$ cat src/rtl/qpll_pkg.sv
package qpll_pkg;

  // Quarter-wave parabolic sine: exact at 0 and at the quarter point.
  function automatic longint qsine(input longint k, input longint steps,
                                   input longint amp);
    return (amp * k * (2 * steps - k)) / (steps * steps);
  endfunction

  typedef enum logic [1:0] {
    QUAD_0 = 2'd0,
    QUAD_1 = 2'd1,
    QUAD_2 = 2'd2,
    QUAD_3 = 2'd3
  } quad_e;

endpackage

$ cat src/rtl/qpll_trig.sv
module qpll_trig #(
  parameter int QB = 6,
  parameter int TW = 16
) (
  input  logic [QB+1:0]          ang_hi,
  output logic signed [TW-1:0]   sin_o,
  output logic signed [TW-1:0]   cos_o
);
  import qpll_pkg::*;

  localparam int N   = 1 << QB;
  localparam int AMP = (1 << (TW - 1)) - 1;

  logic signed [TW-1:0] tbl [N+1];

  for (genvar g = 0; g <= N; g++) begin : g_tbl
    assign tbl[g] = TW'(qsine(longint'(g), longint'(N), longint'(AMP)));
  end

  quad_e        qs, qc;
  logic [QB-1:0] k;
  logic [QB:0]   kr;

  assign qs = quad_e'(ang_hi[QB+1:QB]);
  assign qc = quad_e'(ang_hi[QB+1:QB] + 2'd1);
  assign k  = ang_hi[QB-1:0];
  assign kr = (QB+1)'(N) - {1'b0, k};

  always_comb begin
    unique case (qs)
      QUAD_0:  sin_o = tbl[k];
      QUAD_1:  sin_o = tbl[kr];
      QUAD_2:  sin_o = -tbl[k];
      default: sin_o = -tbl[kr];
    endcase
  end

  always_comb begin
    unique case (qc)
      QUAD_0:  cos_o = tbl[k];
      QUAD_1:  cos_o = tbl[kr];
      QUAD_2:  cos_o = -tbl[k];
      default: cos_o = -tbl[kr];
    endcase
  end

endmodule

$ cat src/rtl/qpll_phase_det.sv
module qpll_phase_det #(
  parameter int EW = 16,
  parameter int TW = 16
) (
  input  logic signed [EW-1:0] ea,
  input  logic signed [EW-1:0] eb,
  input  logic signed [TW-1:0] s,
  input  logic signed [TW-1:0] c,
  output logic signed [EW-1:0] err
);
  localparam int PW = EW + TW + 1;
  localparam logic signed [PW-1:0] HI = PW'((longint'(1) << (EW - 1)) - 1);
  localparam logic signed [PW-1:0] LO = -PW'(longint'(1) << (EW - 1));

  logic signed [PW-1:0] pb, pa, raw, sh;

  assign pb  = eb * s;
  assign pa  = ea * c;
  assign raw = pb - pa;
  assign sh  = raw >>> (TW - 1);

  always_comb begin
    if (sh > HI)      err = HI[EW-1:0];
    else if (sh < LO) err = LO[EW-1:0];
    else              err = sh[EW-1:0];
  end

endmodule

$ cat src/rtl/qpll_pi.sv
module qpll_pi #(
  parameter int EW = 16,
  parameter int GW = 8,
  parameter int SW = 16,
  parameter int KS = 8
) (
  input  logic                 clk,
  input  logic                 rst_n,
  input  logic                 clr,
  input  logic                 load,
  input  logic                 step,
  input  logic signed [SW-1:0] preload,
  input  logic signed [EW-1:0] err,
  input  logic [GW-1:0]        kp,
  input  logic [GW-1:0]        ki,
  input  logic signed [SW-1:0] lo,
  input  logic signed [SW-1:0] hi,
  output logic signed [SW-1:0] speed_nxt
);
  localparam int MW = EW + GW + 1;
  localparam int IW = ((SW > MW) ? SW : MW) + 2;

  logic signed [SW-1:0] integ_q, integ_nxt;
  logic signed [MW-1:0] pprod, iprod;
  logic signed [IW-1:0] pterm, iterm, isum, ssum;

  function automatic logic signed [SW-1:0] clamp(
    input logic signed [IW-1:0] v,
    input logic signed [SW-1:0] l,
    input logic signed [SW-1:0] h);
    if (v > IW'(h))      return h;
    else if (v < IW'(l)) return l;
    else                 return v[SW-1:0];
  endfunction

  assign pprod = err * $signed({1'b0, kp});
  assign iprod = err * $signed({1'b0, ki});
  assign pterm = IW'(pprod >>> KS);
  assign iterm = IW'(iprod >>> KS);

  assign isum      = IW'(integ_q) + iterm;
  assign integ_nxt = clamp(isum, lo, hi);
  assign ssum      = IW'(integ_nxt) + pterm;
  assign speed_nxt = clamp(ssum, lo, hi);

  always_ff @(posedge clk or negedge rst_n) begin
    if (!rst_n)    integ_q <= '0;
    else if (clr)  integ_q <= '0;
    else if (load) integ_q <= preload;
    else if (step) integ_q <= integ_nxt;
  end

endmodule

$ cat src/rtl/qpll_tracker.sv
module qpll_tracker #(
  parameter int EW = 16,
  parameter int TW = 16,
  parameter int AW = 16,
  parameter int QB = 6,
  parameter int GW = 8,
  parameter int SW = 16,
  parameter int KS = 8
) (
  input  logic                 clk,
  input  logic                 rst_n,
  input  logic                 en,
  input  logic                 load,
  input  logic signed [SW-1:0] preload_speed,
  input  logic [AW-1:0]        preload_angle,
  input  logic [GW-1:0]        kp,
  input  logic [GW-1:0]        ki,
  input  logic signed [SW-1:0] spd_min,
  input  logic signed [SW-1:0] spd_max,
  input  logic                 in_valid,
  output logic                 in_ready,
  input  logic signed [EW-1:0] emf_a,
  input  logic signed [EW-1:0] emf_b,
  output logic                 out_valid,
  input  logic                 out_ready,
  output logic signed [SW-1:0] speed,
  output logic [AW-1:0]        angle
);
  logic signed [TW-1:0] s_v, c_v;
  logic signed [EW-1:0] err;
  logic signed [SW-1:0] spd_nxt;
  logic signed [AW-1:0] spd_ext;
  logic                 accept;
  logic                 ov_q;
  logic signed [SW-1:0] spd_q;
  logic [AW-1:0]        ang_q;

  assign in_ready = en && !load && (!ov_q || out_ready);
  assign accept   = in_valid && in_ready;

  qpll_trig #(.QB(QB), .TW(TW)) u_trig (
    .ang_hi (ang_q[AW-1 -: QB+2]),
    .sin_o  (s_v),
    .cos_o  (c_v)
  );

  qpll_phase_det #(.EW(EW), .TW(TW)) u_pd (
    .ea  (emf_a),
    .eb  (emf_b),
    .s   (s_v),
    .c   (c_v),
    .err (err)
  );

  qpll_pi #(.EW(EW), .GW(GW), .SW(SW), .KS(KS)) u_pi (
    .clk       (clk),
    .rst_n     (rst_n),
    .clr       (!en),
    .load      (load),
    .step      (accept),
    .preload   (preload_speed),
    .err       (err),
    .kp        (kp),
    .ki        (ki),
    .lo        (spd_min),
    .hi        (spd_max),
    .speed_nxt (spd_nxt)
  );

  assign spd_ext = AW'(spd_nxt);

  always_ff @(posedge clk or negedge rst_n) begin
    if (!rst_n) begin
      spd_q <= '0;
      ang_q <= '0;
      ov_q  <= 1'b0;
    end else if (!en) begin
      spd_q <= '0;
      ang_q <= '0;
      ov_q  <= 1'b0;
    end else if (load) begin
      spd_q <= preload_speed;
      ang_q <= preload_angle;
      ov_q  <= 1'b0;
    end else if (accept) begin
      spd_q <= spd_nxt;
      ang_q <= ang_q + spd_ext;
      ov_q  <= 1'b1;
    end else if (out_ready) begin
      ov_q  <= 1'b0;
    end
  end

  assign speed     = spd_q;
  assign angle     = ang_q;
  assign out_valid = ov_q;

endmodule

$ cat config.mk
export PLATFORM = sky130hd
export DESIGN_NAME = qpll_tracker
export DESIGN_NICKNAME = d
export VERILOG_FILES = /design/src/rtl/qpll_pkg.sv /design/src/rtl/qpll_trig.sv /design/src/rtl/qpll_phase_det.sv /design/src/rtl/qpll_pi.sv /design/src/rtl/qpll_tracker.sv
export SDC_FILE = /design/constraint.sdc
export NUM_CORES = 2
export LEC_CHECK = 0
export ABC_AREA = 1
export BUFFER_PORTS_ARGS = -buffer_cell sky130_fd_sc_hd__buf_2
export CELL_PAD_IN_SITES_DETAIL_PLACEMENT = 2
export CELL_PAD_IN_SITES_GLOBAL_PLACEMENT = 2
export CORE_MARGIN = 5
export CORE_UTILIZATION = 40
export DETAILED_ROUTE_END_ITERATION = 10
export GPL_TIMING_DRIVEN = 0
export PLACE_DENSITY = 0.85
export SETUP_SLACK_MARGIN = 0.05
export SYNTH_ARGS = -nofsm -noshare
export SYNTH_HDL_FRONTEND = slang
export SYNTH_SLANG_ARGS = --single-unit
$ cat constraint.sdc
create_clock -name clk -period 27.7 [get_ports clk]
set_clock_uncertainty 0.2 [all_clocks]
set_input_delay 1.385 -clock clk [delete_from_list [all_inputs] [get_ports clk]]
set_output_delay 1.385 -clock clk [all_outputs]
set_load 0.05 [all_outputs]
==> results.py <==
metrics = {
    "yosys": {
        "yosysTopAreaCellShare_pct": 42.6,
        "synth.area.top_cells": "fa_1 43%, ha_1 13%, inv_1 12%",
        "netlist_area_mm2": 0.0374,
        "yosys_warnings": 0,
        "async_reset_ff_share_pct": 100,
        "ys_ff_latch": 49,
        "synth_top_area_cell": "fa_1",
        "yosysSeqAreaShare_pct": 3.28,
        "synth_flop_cell": "dfrtp_1",
        "syn-instance-count": 4720,
        "avgSynthCellArea_um2": 7.91,
        "synth_nets": 6018,
        "yosysUniqueCellTypes": 61,
        "synth-edff-count": 0,
    },
    "grt": {
        "grt_max_degree": 50,
        "track_usage_pct": 31.1,
        "grt_pass1_vias": 40001,
        "antenna_found_initial": 12,
        "grt_pass1_wl_um": 236000,
        "grt_overflow": 0,
    },
    "sta": {
        "relSlewSlack_pct": 31.6,
        "worst_pin_slew_ns": 1.01,
        "fin_hold_ws_ns": 0.344,
        "fmax_ghz": 0.0376,
        "setup-violations-final": 0,
        "maxSlewViolCount": 0,
        "post-route-period-util_pct": 95.9,
        "fin_crit_ns": 26.57,
        "finalHoldViolCount": 0,
    },
    "clock_tree": {
        "htreeDepth": 2,
        "clk_pin_slew_worst_paths_ns": 0.08,
        "cts_tree": "yes",
        "ctsLongestPathBuffers": 2,
        "clock-root-buffer": "clkbuf_16",
        "clock-sinks": 49,
        "cts_buffers": 5,
        "worstSkewPairLatency_ns": 0.31,
    },
    "drt": {
        "vias": 33746,
        "dr.pass1.iters": 5,
        "drc": 0,
        "wl_per_cell_um": 26.0,
        "ant_nets": 0,
        "via_per_inst": 5.48,
        "drtIter0Drc": 1736,
        "wl_um": 160000,
    },
    "floorplanning": {
        "rows": 112,
        "die_x_um": 316,
        "ios": 152,
        "start_util_pct": 40.1,
        "dieArea_mm2": 0.0996,
        "core_mm2": 0.0930,
        "die_h_um": 316,
    },
    "hold_path": {
        "hold_class": "reg -> reg",
        "worstHoldStart": "speed[1]$_DFFE_PN0P_",
    },
    "setup_path": {
        "cp_slowest_cell": "o41ai_1",
        "max_stage_delay_ns": 0.95,
        "startpoint_type": "flop",
        "timing.rr.start": "angle[8]$_DFFE_PN0P_",
        "worstPathMaxFanout": 10,
        "startpoint": "angle[8]$_DFFE_PN0P_",
        "path_class": "reg -> reg",
        "arrival_ns": 26.53,
        "crit_required_ns": 27.67,
        "cp-end-kind": "flop",
        "crit_path_frequent_cell": "nand2_1",
    },
    "place": {
        "placed_area_mm2": 0.0396,
        "gp_congestion": 0.928,
        "port_buffers": 134,
        "dp_hpwl_um": 139000,
    },
    "finish": {
        "fin_nets": 6201,
        "area_delta_synth_final_pct": 9.65,
        "final_cell_mix": "1145 x inv_1, 788 x fa_1, 720 x nand2_1",
        "final_common_cell": "inv_1",
        "drive_above_1_share_pct": 9.14,
        "fin_area_mm2": 0.0410,
    },
    "outcome": {
        "status": "completed",
    },
    "job": {
        "max_cap_violations": 0,
    },
}
## layout make-up
type,count,area (um2)
plain buffers,113,547
flip-flops and latches,49,1230
clock inverters,2,16.3
well taps,1254,1570
clock buffers,5,125
fillers,10792,52100
inverters,1200,4570
multi-input cells,3353,31800
diodes,5,12.5
repair buffers,181,1090
## worst max-delay path: cells and delay by family, from the launching register on
kind,cells,cell delay [ns]
fa+ha+maj,24,10.03
compound gates,36,6.70
simple gates,42,4.86
buf+inv,26,3.13
xor+xnor,5,1.01
flops,1,0.46
## per-stage QoR
| step | TNS [ns] | setup slack (ns) | util (%) | cells |
|---|---|---|---|---|
| 2_1_floorplan | 0 | 3.56 | - | 4720 |
| 3_3_place_gp | -41.03 | -3.25 | 42.6 | 6108 |
| 3_5_place_dp | -66.57 | -4.24 | 42.6 | 6111 |
| 4_1_cts | 0 | 0.0728 | 43.1 | 6124 |
| 5_1_grt | -0.604 | -0.304 | 44.0 | 6160 |
| 6_report | 0 | 1.13 | 44.0 | 6162 |
## flip-flops by register name (all words and copies together), names as in the netlist
register	cells
u_pi.integ_q	16
speed	16
out_valid	1
angle	16
## cells by family (layout without fill, tap and decap cells)
group           after synthesis  after routing  share of synthesized area (%)
simple gates               1510           1510                           16.4
buf+inv                    1318           1501                           13.4
fa+ha+maj                  1180           1180                           55.5
compound gates              546            546                           8.69
xor+xnor                    117            117                           2.76
flops                        49             49                           3.28
other cells                   0              5                              0
## cell usage after synthesis (5+ instances only)
master,number
inv_1,1164
fa_1,794
nand2_1,745
nor2_1,581
ha_1,386
o21ai_0,200
a21oi_1,175
clkbuf_1,77
xor2_1,70
nand3_1,66
dfrtp_1,49
xnor2_1,46
o211ai_1,40
nand2_2,28
clkinv_1,22
nand4_1,22
nor3_1,22
buf_1,21
o32ai_1,15
inv_2,14
buf_2,13
o221ai_1,12
a31oi_1,11
o21bai_1,11
o22ai_1,11
nor4_1,10
nand2_4,8
nor2_4,8
a2111oi_0,7
o21a_1,7
o31ai_1,7
a21o_1,6
o2111ai_1,6
or2_2,6
nor2_2,5
o21ai_2,5
o41ai_1,5
## worst paths after layout
path / endpoint / slack [ns] / cells past startpoint
setup / recovery: angle[15]$_DFFE_PN0P_ / 1.13 / 133
hold / removal: speed[1]$_DFFE_PN0P_ / 0.34 / 2
setup reg to reg: angle[15]$_DFFE_PN0P_ / 1.13 / 133
hold reg to reg: speed[1]$_DFFE_PN0P_ / 0.34 / 2
max in group asynchronous: angle[10]$_DFFE_PN0P_ / 25.98 / 2
min in group asynchronous: angle[2]$_DFFE_PN0P_ / 0.77 / 1
## what timing repair did
item | in CTS | in global routing
endpoints found under the setup margin | 32 | 15
gates resized for setup | 79 | 165
pin swaps | 6 | 15
hold buffers | 0 | 0
setup buffers | 10 | 33
cloned | 0 | 0
## metal layers
metal	track usage, %	share of wire, %	vias to the layer above	routed length [um]
met5	0	0.054	-	86
li1	-	-	14551	-
met1	34.5	36	17611	58300
met2	59.2	53	1033	84700
met3	3.32	4.2	539	6710
met4	14.8	6.6	12	10600
Power is not shown: default switching activity piles up to over one toggle a cycle in this logic, so the estimate is an artifact.
